<file path="config.mk">
export PLATFORM = sky130hd
export DESIGN_NAME = intdiv_unit
export DESIGN_NICKNAME = d
export VERILOG_FILES = /design/src/rtl/intdiv_pkg.sv /design/src/rtl/intdiv_prep.sv /design/src/rtl/intdiv_core.sv /design/src/rtl/intdiv_post.sv /design/src/rtl/intdiv_unit.sv
export SDC_FILE = /design/constraint.sdc
export NUM_CORES = 1
export LEC_CHECK = 0
export ABC_CLOCK_PERIOD_IN_PS = 3400
export BUFFER_PORTS_ARGS = -buffer_cell sky130_fd_sc_hd__buf_2
export CORE_ASPECT_RATIO = 0.8
export CORE_MARGIN = 4
export CORE_UTILIZATION = 30
export DETAILED_ROUTE_END_ITERATION = 12
export REMOVE_ABC_BUFFERS = 1
export SYNTH_ARGS = -nofsm -noshare
export SYNTH_HDL_FRONTEND = slang
export SYNTH_SLANG_ARGS = --single-unit
</file>
<file path="constraint.sdc">
create_clock -name clk -period 3.4 [get_ports clk]
set_input_delay 0.51 -clock clk [delete_from_list [all_inputs] [get_ports clk]]
set_output_delay 0.51 -clock clk [all_outputs]
set_load 0.05 [all_outputs]
</file>
<file path="src/rtl/intdiv_pkg.sv">
package intdiv_pkg;

   // operation code bit positions
   localparam int OPB_UNS = 0;
   localparam int OPB_DW  = 1;
   localparam int OPB_MOD = 2;
   localparam int OPB_EXT = 3;

   typedef struct packed {
      logic uns;
      logic dw;
      logic md;
      logic ext;
   } div_op_t;

   typedef struct packed {
      div_op_t op;
      logic    dvd_neg;
      logic    dsr_neg;
      logic    dsr_zero;
   } div_ctx_t;

   function automatic div_op_t decode_op(input logic [3:0] code);
      div_op_t o;
      o.uns = code[OPB_UNS];
      o.dw  = code[OPB_DW];
      o.ext = code[OPB_EXT];
      o.md  = code[OPB_MOD] & ~code[OPB_EXT];
      return o;
   endfunction

endpackage

</file>
<file path="src/rtl/intdiv_prep.sv">
module intdiv_prep
   import intdiv_pkg::*;
#(
   parameter int XLEN = 64
) (
   input  div_op_t               op_i,
   input  logic [XLEN-1:0]       a_i,
   input  logic [XLEN-1:0]       b_i,
   output logic [2*XLEN-1:0]     dvd_mag_o,
   output logic [XLEN-1:0]       dsr_mag_o,
   output logic                  dvd_neg_o,
   output logic                  dsr_neg_o,
   output logic                  dsr_zero_o,
   output logic [$clog2(2*XLEN+1)-1:0] iters_o
);
   localparam int DW = 2 * XLEN;
   localparam int HW = XLEN / 2;
   localparam int CW = $clog2(DW + 1);

   logic            sgn;
   logic [DW-1:0]   dvd_raw;
   logic [XLEN-1:0] dsr_raw;

   assign sgn = ~op_i.uns;

   always_comb begin
      if (op_i.ext && op_i.dw)
         dvd_raw = {a_i, {XLEN{1'b0}}};
      else if (op_i.ext)
         dvd_raw = {{XLEN{sgn & a_i[HW-1]}}, a_i[HW-1:0], {HW{1'b0}}};
      else if (op_i.dw)
         dvd_raw = {{XLEN{sgn & a_i[XLEN-1]}}, a_i};
      else
         dvd_raw = {{(DW-HW){sgn & a_i[HW-1]}}, a_i[HW-1:0]};

      if (op_i.dw)
         dsr_raw = b_i;
      else
         dsr_raw = {{HW{sgn & b_i[HW-1]}}, b_i[HW-1:0]};

      if (op_i.ext && op_i.dw)
         iters_o = CW'(DW);
      else if (op_i.ext || op_i.dw)
         iters_o = CW'(XLEN);
      else
         iters_o = CW'(HW);
   end

   assign dvd_neg_o  = sgn & dvd_raw[DW-1];
   assign dsr_neg_o  = sgn & dsr_raw[XLEN-1];
   assign dvd_mag_o  = dvd_neg_o ? (~dvd_raw + 1'b1) : dvd_raw;
   assign dsr_mag_o  = dsr_neg_o ? (~dsr_raw + 1'b1) : dsr_raw;
   assign dsr_zero_o = (dsr_raw == '0);

endmodule

</file>
<file path="src/rtl/intdiv_core.sv">
module intdiv_core #(
   parameter int XLEN = 64
) (
   input  logic                        clk,
   input  logic                        rst_n,
   input  logic                        load_i,
   input  logic [$clog2(2*XLEN+1)-1:0] iters_i,
   input  logic [2*XLEN-1:0]           dvd_i,
   input  logic [XLEN-1:0]             dsr_i,
   output logic                        busy_o,
   output logic                        fin_o,
   output logic [2*XLEN-1:0]           quo_o,
   output logic [XLEN-1:0]             rem_o
);
   localparam int DW = 2 * XLEN;
   localparam int CW = $clog2(DW + 1);
   localparam logic [CW-1:0] DW_C = CW'(DW);

   logic [DW-1:0]   acc_q;
   logic [XLEN-1:0] rem_q;
   logic [XLEN-1:0] dsr_q;
   logic [CW-1:0]   cnt_q;
   logic [CW-1:0]   shamt;
   logic [XLEN:0]   trial;
   logic [XLEN:0]   diff;
   logic            ge;

   assign shamt = DW_C - iters_i;
   assign trial = {rem_q, acc_q[DW-1]};
   assign diff  = trial - {1'b0, dsr_q};
   assign ge    = (trial >= {1'b0, dsr_q});

   always_ff @(posedge clk or negedge rst_n) begin
      if (!rst_n) begin
         acc_q  <= '0;
         rem_q  <= '0;
         dsr_q  <= '0;
         cnt_q  <= '0;
         busy_o <= 1'b0;
         fin_o  <= 1'b0;
      end else begin
         fin_o <= 1'b0;
         if (load_i) begin
            acc_q  <= dvd_i << shamt;
            rem_q  <= '0;
            dsr_q  <= dsr_i;
            cnt_q  <= iters_i;
            busy_o <= 1'b1;
         end else if (busy_o) begin
            acc_q <= {acc_q[DW-2:0], ge};
            rem_q <= ge ? diff[XLEN-1:0] : trial[XLEN-1:0];
            cnt_q <= cnt_q - 1'b1;
            if (cnt_q == CW'(1)) begin
               busy_o <= 1'b0;
               fin_o  <= 1'b1;
            end
         end
      end
   end

   assign quo_o = acc_q;
   assign rem_o = rem_q;

endmodule

</file>
<file path="src/rtl/intdiv_post.sv">
module intdiv_post
   import intdiv_pkg::*;
#(
   parameter int XLEN = 64
) (
   input  div_ctx_t          ctx_i,
   input  logic [2*XLEN-1:0] quo_i,
   input  logic [XLEN-1:0]   rem_i,
   output logic [XLEN-1:0]   result_o,
   output logic              ovf_o
);
   localparam int DW = 2 * XLEN;
   localparam int HW = XLEN / 2;
   localparam logic [DW-1:0] LIM_W = DW'(1) << (HW - 1);
   localparam logic [DW-1:0] LIM_D = DW'(1) << (XLEN - 1);

   logic            qneg;
   logic            rneg;
   logic [DW-1:0]   lim_s;
   logic [DW-1:0]   lim_u;
   logic            too_big;
   logic [DW-1:0]   qv;
   logic [XLEN-1:0] rv;
   logic [XLEN-1:0] val;

   assign qneg  = ctx_i.dvd_neg ^ ctx_i.dsr_neg;
   assign rneg  = ctx_i.dvd_neg;
   assign lim_s = ctx_i.op.dw ? LIM_D : LIM_W;
   assign lim_u = lim_s << 1;

   always_comb begin
      if (ctx_i.op.uns)
         too_big = (quo_i >= lim_u);
      else if (qneg)
         too_big = (quo_i > lim_s);
      else
         too_big = (quo_i >= lim_s);
   end

   assign qv = qneg ? (~quo_i + 1'b1) : quo_i;
   assign rv = rneg ? (~rem_i + 1'b1) : rem_i;

   always_comb begin
      if (ctx_i.op.md) begin
         if (ctx_i.op.dw)
            val = rv;
         else
            val = {{HW{~ctx_i.op.uns & rv[HW-1]}}, rv[HW-1:0]};
      end else begin
         if (ctx_i.op.dw)
            val = qv[XLEN-1:0];
         else
            val = {{HW{1'b0}}, qv[HW-1:0]};
      end
   end

   assign ovf_o    = ctx_i.dsr_zero | too_big;
   assign result_o = ovf_o ? '0 : val;

endmodule

</file>
<file path="src/rtl/intdiv_unit.sv">
module intdiv_unit
   import intdiv_pkg::*;
#(
   parameter int XLEN = 64
) (
   input  logic            clk,
   input  logic            rst_n,
   input  logic            start_i,
   input  logic [3:0]      op_i,
   input  logic [XLEN-1:0] a_i,
   input  logic [XLEN-1:0] b_i,
   output logic            done_o,
   output logic [XLEN-1:0] result_o,
   output logic            ovf_o
);
   localparam int DW = 2 * XLEN;
   localparam int CW = $clog2(DW + 1);

   generate
      if ((XLEN % 2) != 0 || XLEN < 8) begin : g_bad_xlen
         $error("intdiv_unit: XLEN must be even and at least 8");
      end
   endgenerate

   div_op_t         op_dec;
   div_ctx_t        ctx_q;
   div_ctx_t        ctx_d;
   logic [DW-1:0]   dvd_mag;
   logic [XLEN-1:0] dsr_mag;
   logic            dvd_neg;
   logic            dsr_neg;
   logic            dsr_zero;
   logic [CW-1:0]   iters;
   logic            core_busy;
   logic            core_fin;
   logic [DW-1:0]   quo;
   logic [XLEN-1:0] rem;
   logic [XLEN-1:0] post_res;
   logic            post_ovf;
   logic            accept;

   assign op_dec = decode_op(op_i);
   assign accept = start_i & ~core_busy & ~core_fin;

   intdiv_prep #(.XLEN(XLEN)) u_prep (
      .op_i       (op_dec),
      .a_i        (a_i),
      .b_i        (b_i),
      .dvd_mag_o  (dvd_mag),
      .dsr_mag_o  (dsr_mag),
      .dvd_neg_o  (dvd_neg),
      .dsr_neg_o  (dsr_neg),
      .dsr_zero_o (dsr_zero),
      .iters_o    (iters)
   );

   intdiv_core #(.XLEN(XLEN)) u_core (
      .clk     (clk),
      .rst_n   (rst_n),
      .load_i  (accept),
      .iters_i (iters),
      .dvd_i   (dvd_mag),
      .dsr_i   (dsr_mag),
      .busy_o  (core_busy),
      .fin_o   (core_fin),
      .quo_o   (quo),
      .rem_o   (rem)
   );

   always_comb begin
      ctx_d.op       = op_dec;
      ctx_d.dvd_neg  = dvd_neg;
      ctx_d.dsr_neg  = dsr_neg;
      ctx_d.dsr_zero = dsr_zero;
   end

   always_ff @(posedge clk or negedge rst_n) begin
      if (!rst_n)
         ctx_q <= '0;
      else if (accept)
         ctx_q <= ctx_d;
   end

   intdiv_post #(.XLEN(XLEN)) u_post (
      .ctx_i    (ctx_q),
      .quo_i    (quo),
      .rem_i    (rem),
      .result_o (post_res),
      .ovf_o    (post_ovf)
   );

   always_ff @(posedge clk or negedge rst_n) begin
      if (!rst_n) begin
         done_o   <= 1'b0;
         result_o <= '0;
         ovf_o    <= 1'b0;
      end else begin
         done_o <= core_fin;
         if (core_fin) begin
            result_o <= post_res;
            ovf_o    <= post_ovf;
         end
      end
   end

endmodule

</file>
After elaboration in Yosys (flattened, before gate mapping)
Cells that the tools add are included.

cells by class
  $add $sub $neg = 7
  magnitude comparators = 4
  equal/unequal tests = 1
  shifts and indexed selects = 1
  multiplexer cells = 30
  bitwise operators = 20
  reductions and logical operators = 4

operators by type and width
  kind                       number
  $mux W128                  6
  $mux W64                   12
  $add A64 B1 Y64 const B    3
  $not A64 Y64               3
  $add A128 B1 Y128 const B  1
  $ge A128 B64 Y1            1
  $ge A128 B65 Y1            1
  $gt A128 B64 Y1            1
  $not A128 Y128             1
  $shl A128 B8 Y128          1
  $ge A65 B64 Y1             1
  $logic_not A64 Y1          1
  $sub A64 B64 Y64           1
  $mux W8                    3
  $and A1 B1 Y1              9
  $eq A8 B1 Y1 const B       1
  $mux W1                    8
  $sub A8 B1 Y8 const B      1
  $sub A8 B8 Y8 const A      1
  $mux W7                    1
  $not A1 Y1                 5
  $reduce_bool A2 Y1         1
  $logic_and A1 B1 Y1        1
  $logic_or A1 B1 Y1         1
  2 further kinds            2

word-level totals
  register bits = 338
  input bits = 135
  output and inout port bits = 66

Depth between registers and ports, before layout
  depth in word-level cells = 10
  mapped depth = 18
  mapped depth without buffers = 14

Modules after synthesis
A second synthesis with hierarchy kept.

unflattened totals
  cell total of the unflattened synthesis = 5116
  area, all modules = 38927.3 um^2

by module, submodules not included
  module       times used  cells each  area each (um^2)  sequential area each (um^2)
  intdiv_core  1           2987        24140.7           6656.4
  intdiv_prep  1           1290        7636.1            0.0
  intdiv_post  1           685         4438.0            0.0
  intdiv_unit  1           154         2712.6            1826.8

Least setup slack after synthesis
No wires, ideal clock.

  kind = input to register
  start = input op_i[1]
  end = register u_core.acc_q[80], in the netlist u_core.quo_o[80]
  library setup time = 0.087 ns
  arrival = 3.962 ns
  setup slack = -0.649 ns
  stages = 18
  path buffers = 5
  cells stage by stage = ha_1 > buf_2 > nor2_1 > clkbuf_1 > buf_1 > nand2_1 > ha_1 > o21ai_1 > nor4b_2 > and2_1 > and3_1 > buf_2 > a41oi_1 > and3_1 > buf_2 > nor2_1 > a311o_1 > o211ai_1

between the ends
  word-level cells in the longest chain between the ends = 8

RTL lines
  item                    line               text
  start: declaration      intdiv_unit.sv:9   input logic [3:0] op_i,
  $mux W128               intdiv_prep.sv:31  else if (op_i.dw)
  $mux W128               intdiv_prep.sv:29  else if (op_i.ext)
  $mux W128               intdiv_prep.sv:27  if (op_i.ext && op_i.dw)
  $not A128 Y128          intdiv_prep.sv:51  assign dvd_mag_o = dvd_neg_o ? (~dvd_raw + 1'b1) : dvd_raw;
  $add A128 B1 Y128       intdiv_prep.sv:51
  $mux W128               intdiv_prep.sv:51
  $shl A128 B8 Y128 (*)   intdiv_core.sv:44  acc_q <= dvd_i << shamt;
  $mux W128 (*)           intdiv_core.sv:43  if (load_i) begin
  end signal: assignment  intdiv_core.sv:44
  end signal: assignment  intdiv_core.sv:50  acc_q <= {acc_q[DW-2:0], ge};
  end: declaration        intdiv_core.sv:19  logic [DW-1:0] acc_q;

Every way passes the cells marked *; elsewhere a longest branch is shown, timed or not.
A chain may end at the register's enable or synchronous reset.

Worst setup path in the final report
  start = register u_core.rem_q[10], in the netlist u_core.rem_o[10]
  end = register result_o[57]

between the ends
  word-level cells in the longest chain between the ends = 7

RTL lines
  item                      line                text
  start: declaration        intdiv_core.sv:20   logic [XLEN-1:0] rem_q;
  start signal: assignment  intdiv_core.sv:51   rem_q <= ge ? diff[XLEN-1:0] : trial[XLEN-1:0];
  $not A64 Y64 (*)          intdiv_post.sv:41   assign rv = rneg ? (~rem_i + 1'b1) : rem_i;
  $add A64 B1 Y64 (*)       intdiv_post.sv:41
  $mux W64 (*)              intdiv_post.sv:41
  $and A1 B1 Y1             intdiv_post.sv:48   val = {{HW{~ctx_i.op.uns & rv[HW-1]}}, rv[HW-1:0]};
  $mux W64 (*)              intdiv_post.sv:45   if (ctx_i.op.dw)
  $mux W64 (*)              intdiv_post.sv:44   if (ctx_i.op.md) begin
  $mux W64 (*)              intdiv_post.sv:58   assign result_o = ovf_o ? '0 : val;
  end signal: assignment    intdiv_unit.sv:100  result_o <= post_res;
  end: declaration          intdiv_unit.sv:13   output logic [XLEN-1:0] result_o,

Marked as above.

==> results.md <==
- Status: finished, violations left
- Failing checks: setup timing
- Pin count of the biggest net entering global routing: 127
- Ys flop type: dfrtp_1
- Fmax: 281.8 MHz
- Grt met1 use: 0.4239
- Critical path launch point type: flop
- Avg WL per Cell: 25.17 um
- Gr busiest metal: met1
- Commonest non-fill, non-tap cells in the layout: buf_4, nand2_1, a21oi_1, o21ai_0, dfrtp_1
- Final setup fails: 5
- FF-to-FF End: result_o[57]$_DFFE_PN0P_
- Worst Setup SP: u_core.rem_o[10]$_DFFE_PN0P_
- DRC violations left: 0
- Site row count: 103
- Starting DRT DRC Count: 4,548
- Met3 Use GR: 0.1080
- Clock tree sinks: 338
- CP Capture Type: flop
- Worst stage delay on the critical path: 0.56 ns
- Net Sw Power: 18,350 uW
- Nets: 5,018
- Hold Vio Cnt, Final: 0
- Post-Route Skew: 0.02686 ns
- Relative slew slack: 0.2085
- Die ar.: 104,500 um2
- Post-layout minimum cycle time: 3.549 ns
- Vias in the first global route: 32,830
- M2 GR Usage: 0.3642
- Final Cell Area: 40,640 um2
- Final Util: 0.4122
- Die Width: 360.4 um
- Leakage power: 0.01724 uW
- Port bufs: 200
- Max clock buf depth: 3
- Die Ht: 289.9 um
- CP cell instances: or4_4 -> nor4_4 -> nand4_1 -> buf_4 -> or3_4 -> or4_4 -> o31ai_4 -> xor2_2 -> a21oi_1 -> a21oi_1 -> o22ai_1
- TritonCTS Buffers: 41
- Ys async rst share: 1.000
- Register-to-register setup slack: -0.15 ns
- Clk root buf: clkbuf_16
- H-tree depth: 2
- Maximum VDD drop: 485.5 uV
- WS Path Type: flop to flop
- Total negative slack: -0.5044 ns
- Worst Path Arrival: 3.99 ns
- RR Startpoint: u_core.rem_o[10]$_DFFE_PN0P_
- Area of the mapped netlist: 29,800 um2
- Post-synth EDFFs: 0
- # fillers: 10,150
- Synth Instances: 4,058
- WP data required: 3.84 ns
- PwrDens: 924.0 nW/um2
- Non-filler cells, final: 6,160
- RSZ-0062 raised after global routing: true
- Cell variety after synth: 93
- Final Slew Violations: 0
- Logic pwr share: 0.665
- Post-route setup slack: -0.1489 ns
- Worst-skew pair later-pin latency: 0.59 ns
- Syn Area/Cell: 7.343 um2
- Via density: 5.780
- Critical Path Fanout Max: 4
- Core ar.: 98,590 um2
- Vias: 35,600
- Worst-margin pin slew: 1.186 ns
- Hold Path Class: input pin to flop
- WHS: 0.2570 ns
- Share of cells above drive strength 1: 0.2779
- Post-DP HPWL: 122.8 mm
- Sw Share: 0.4886
- Ys Warns: 0
- Placer Congestion: 1.048
- Int Pwr: 19,200 uW
- Clock transition at path regs: 0.06 ns
- MaxCap Viol Count: 0
- DR pass1 iterations: 6
- Cell at the slowest stage of the critical path: or4_4
- #FFs+latches synth: 338
- Reg power frac: 0.208
- Initial cell density of the core: 0.3022
- Area grow syn2layout: 36.38%
- # IOs: 201
- Area after DPL: 37,480 um2
- Commonest non-fill, non-tap cell in the layout: buf_4
- Dpl cells: 6,032
- Tcrit/Tclk final: 1.044
- Final WL: 155.1 mm
- First-pass GRT wire length: 223.3 mm
- Clock share of power: 0.127
- Total track usage: 0.2814
- TritonCTS clock tree: yes
- Initial antenna violation count: 20
- Final ANT Viol Nets: 0
- R2r worst-path depth: 11
- CP endpoint: result_o[57]$_DFFE_PN0P_
- Grt ovf: 0
- Sequential-to-total area share from yosys stat: 0.2839
synth_stat cells, drive strengths merged, types with 12 or more instances:
library cell,n,area (um2)
a211oi,30,225.2
a21o,41,307.8
a21oi,395,1981
a221oi,21,183.9
a22oi,21,157.7
a31oi,63,394.1
a41oi,14,122.6
and2,24,150.1
and3,44,275.3
buf,66,302.8
clkbuf,245,920.9
dfrtp,338,8458
ha,76,950.9
inv,196,735.7
mux2i,24,240.2
nand2,555,2083
nand2b,21,131.4
nand3,99,495.5
nand4,79,494.2
nor2,253,949.7
nor2b,21,131.4
nor3,106,545.5
nor3b,12,95.09
nor4,68,465.5
o211ai,58,435.4
o21a,19,142.6
o21ai,390,1952
o21bai,18,135.1
o221ai,20,175.2
o22ai,84,525.5
o311ai,12,105.1
o31ai,77,606.8
o41ai,34,324.1
or2,21,131.4
or3,37,241.5
or4,26,206.5
xnor2,171,1498
xor2,150,1314
layer usage:
metal / vias up / part of all wire
met5: - / 0.00074
li1: 16270 / -
met4: 16 / 0.033
met3: 290 / 0.13
met1: 17100 / 0.46
met2: 1926 / 0.38
power groups by stage:
| stage | Combinational [uW] | Clock (uW) | Sequential, uW |
|---|---|---|---|
| 2_1_floorplan | 12600 | 0 | 7290 |
| 3_3_place_gp | 21700 | 0 | 7660 |
| 3_5_place_dp | 21900 | 0 | 7690 |
| 4_1_cts | 22500 | 4880 | 7630 |
| 5_1_grt | 26800 | 5040 | 7960 |
| 6_report | 25000 | 4780 | 7810 |
critical path: cells and delay by family, from the launching register on:
family                    cells  cell delay [ns]
xor gates and xnor gates      1             0.18
DFF                           1             0.52
buffers and inverters         1             0.19
and+or+nand+nor               5             1.94
AOI/OAI and AO/OA             4             0.56
cells by family (layout without fill, tap and decap cells):
| family | after synthesis | in the layout | synth area share |
|---|---|---|---|
| buffers and inverters | 508 | 1286 | 0.06588 |
| xor gates and xnor gates | 321 | 321 | 0.09435 |
| DFF | 338 | 338 | 0.2839 |
| and+or+nand+nor | 1399 | 1400 | 0.2250 |
| other | 0 | 11 | 0 |
| muxes | 32 | 32 | 0.01109 |
| AOI/OAI and AO/OA | 1383 | 1383 | 0.2872 |
| adders and majority gates | 77 | 77 | 0.03258 |
area by class of cell:
cell class	count	area (um2)	area share
diodes	11	27.53	0.0006773
clock buffers	54	1156	0.02845
clock inverters	20	291.5	0.007174
inverters	197	739.5	0.01820
multi-input cells	3213	20660	0.5083
flip-flops and latches	338	8479	0.2087
well taps	1312	1642	0.04039
repair buffers	1015	7647	0.1882
worst min-delay path by stage:
stage                                         endpoint  cells after the start                        start  slack (ns)
after floorplan                   ctx_q[0]$_DFFE_PN0P_                      0                        rst_n        0.21
after global placement          u_core.fin_o$_DFF_PN0_                      1  u_core.cnt_q[7]$_DFFE_PN0P_        0.46
after detailed placement        u_core.fin_o$_DFF_PN0_                      1  u_core.cnt_q[7]$_DFFE_PN0P_        0.47
after CTS                  u_core.dsr_q[1]$_DFFE_PN0P_                      3                       b_i[1]        0.23
after global routing      u_core.dsr_q[25]$_DFFE_PN0P_                      3                      b_i[25]        0.27
final                      u_core.dsr_q[1]$_DFFE_PN0P_                      3                       b_i[1]        0.26
metrics by stage:
step	worst slack [ns]	power [uW]
after floorplan	-7.696	19920
after global placement	-0.8462	29370
after detailed placement	-0.7067	29550
after CTS	-0.1084	35030
after global routing	-0.2214	39800
final	-0.1489	37550
flip-flops by register name (all words and copies together), names as in the netlist, 6 cells and up:
name	flops
ctx_q	6
result_o	64
u_core.cnt_q	8
u_core.dsr_q	64
u_core.quo_o	128
u_core.rem_o	64
what timing repair did:
| item | CTS | global route |
|---|---|---|
| hold buffers | 1 | 0 |
| setup endpoints to repair | 95 | 170 |
| buffers inserted | 21 | 22 |
| cloned | 0 | 3 |
| resized for setup | 60 | 202 |
| hold endpoints to repair | 61 | 0 |
| pin swaps | 21 | 75 |
Note: power is estimated with default switching activity, not from simulation.
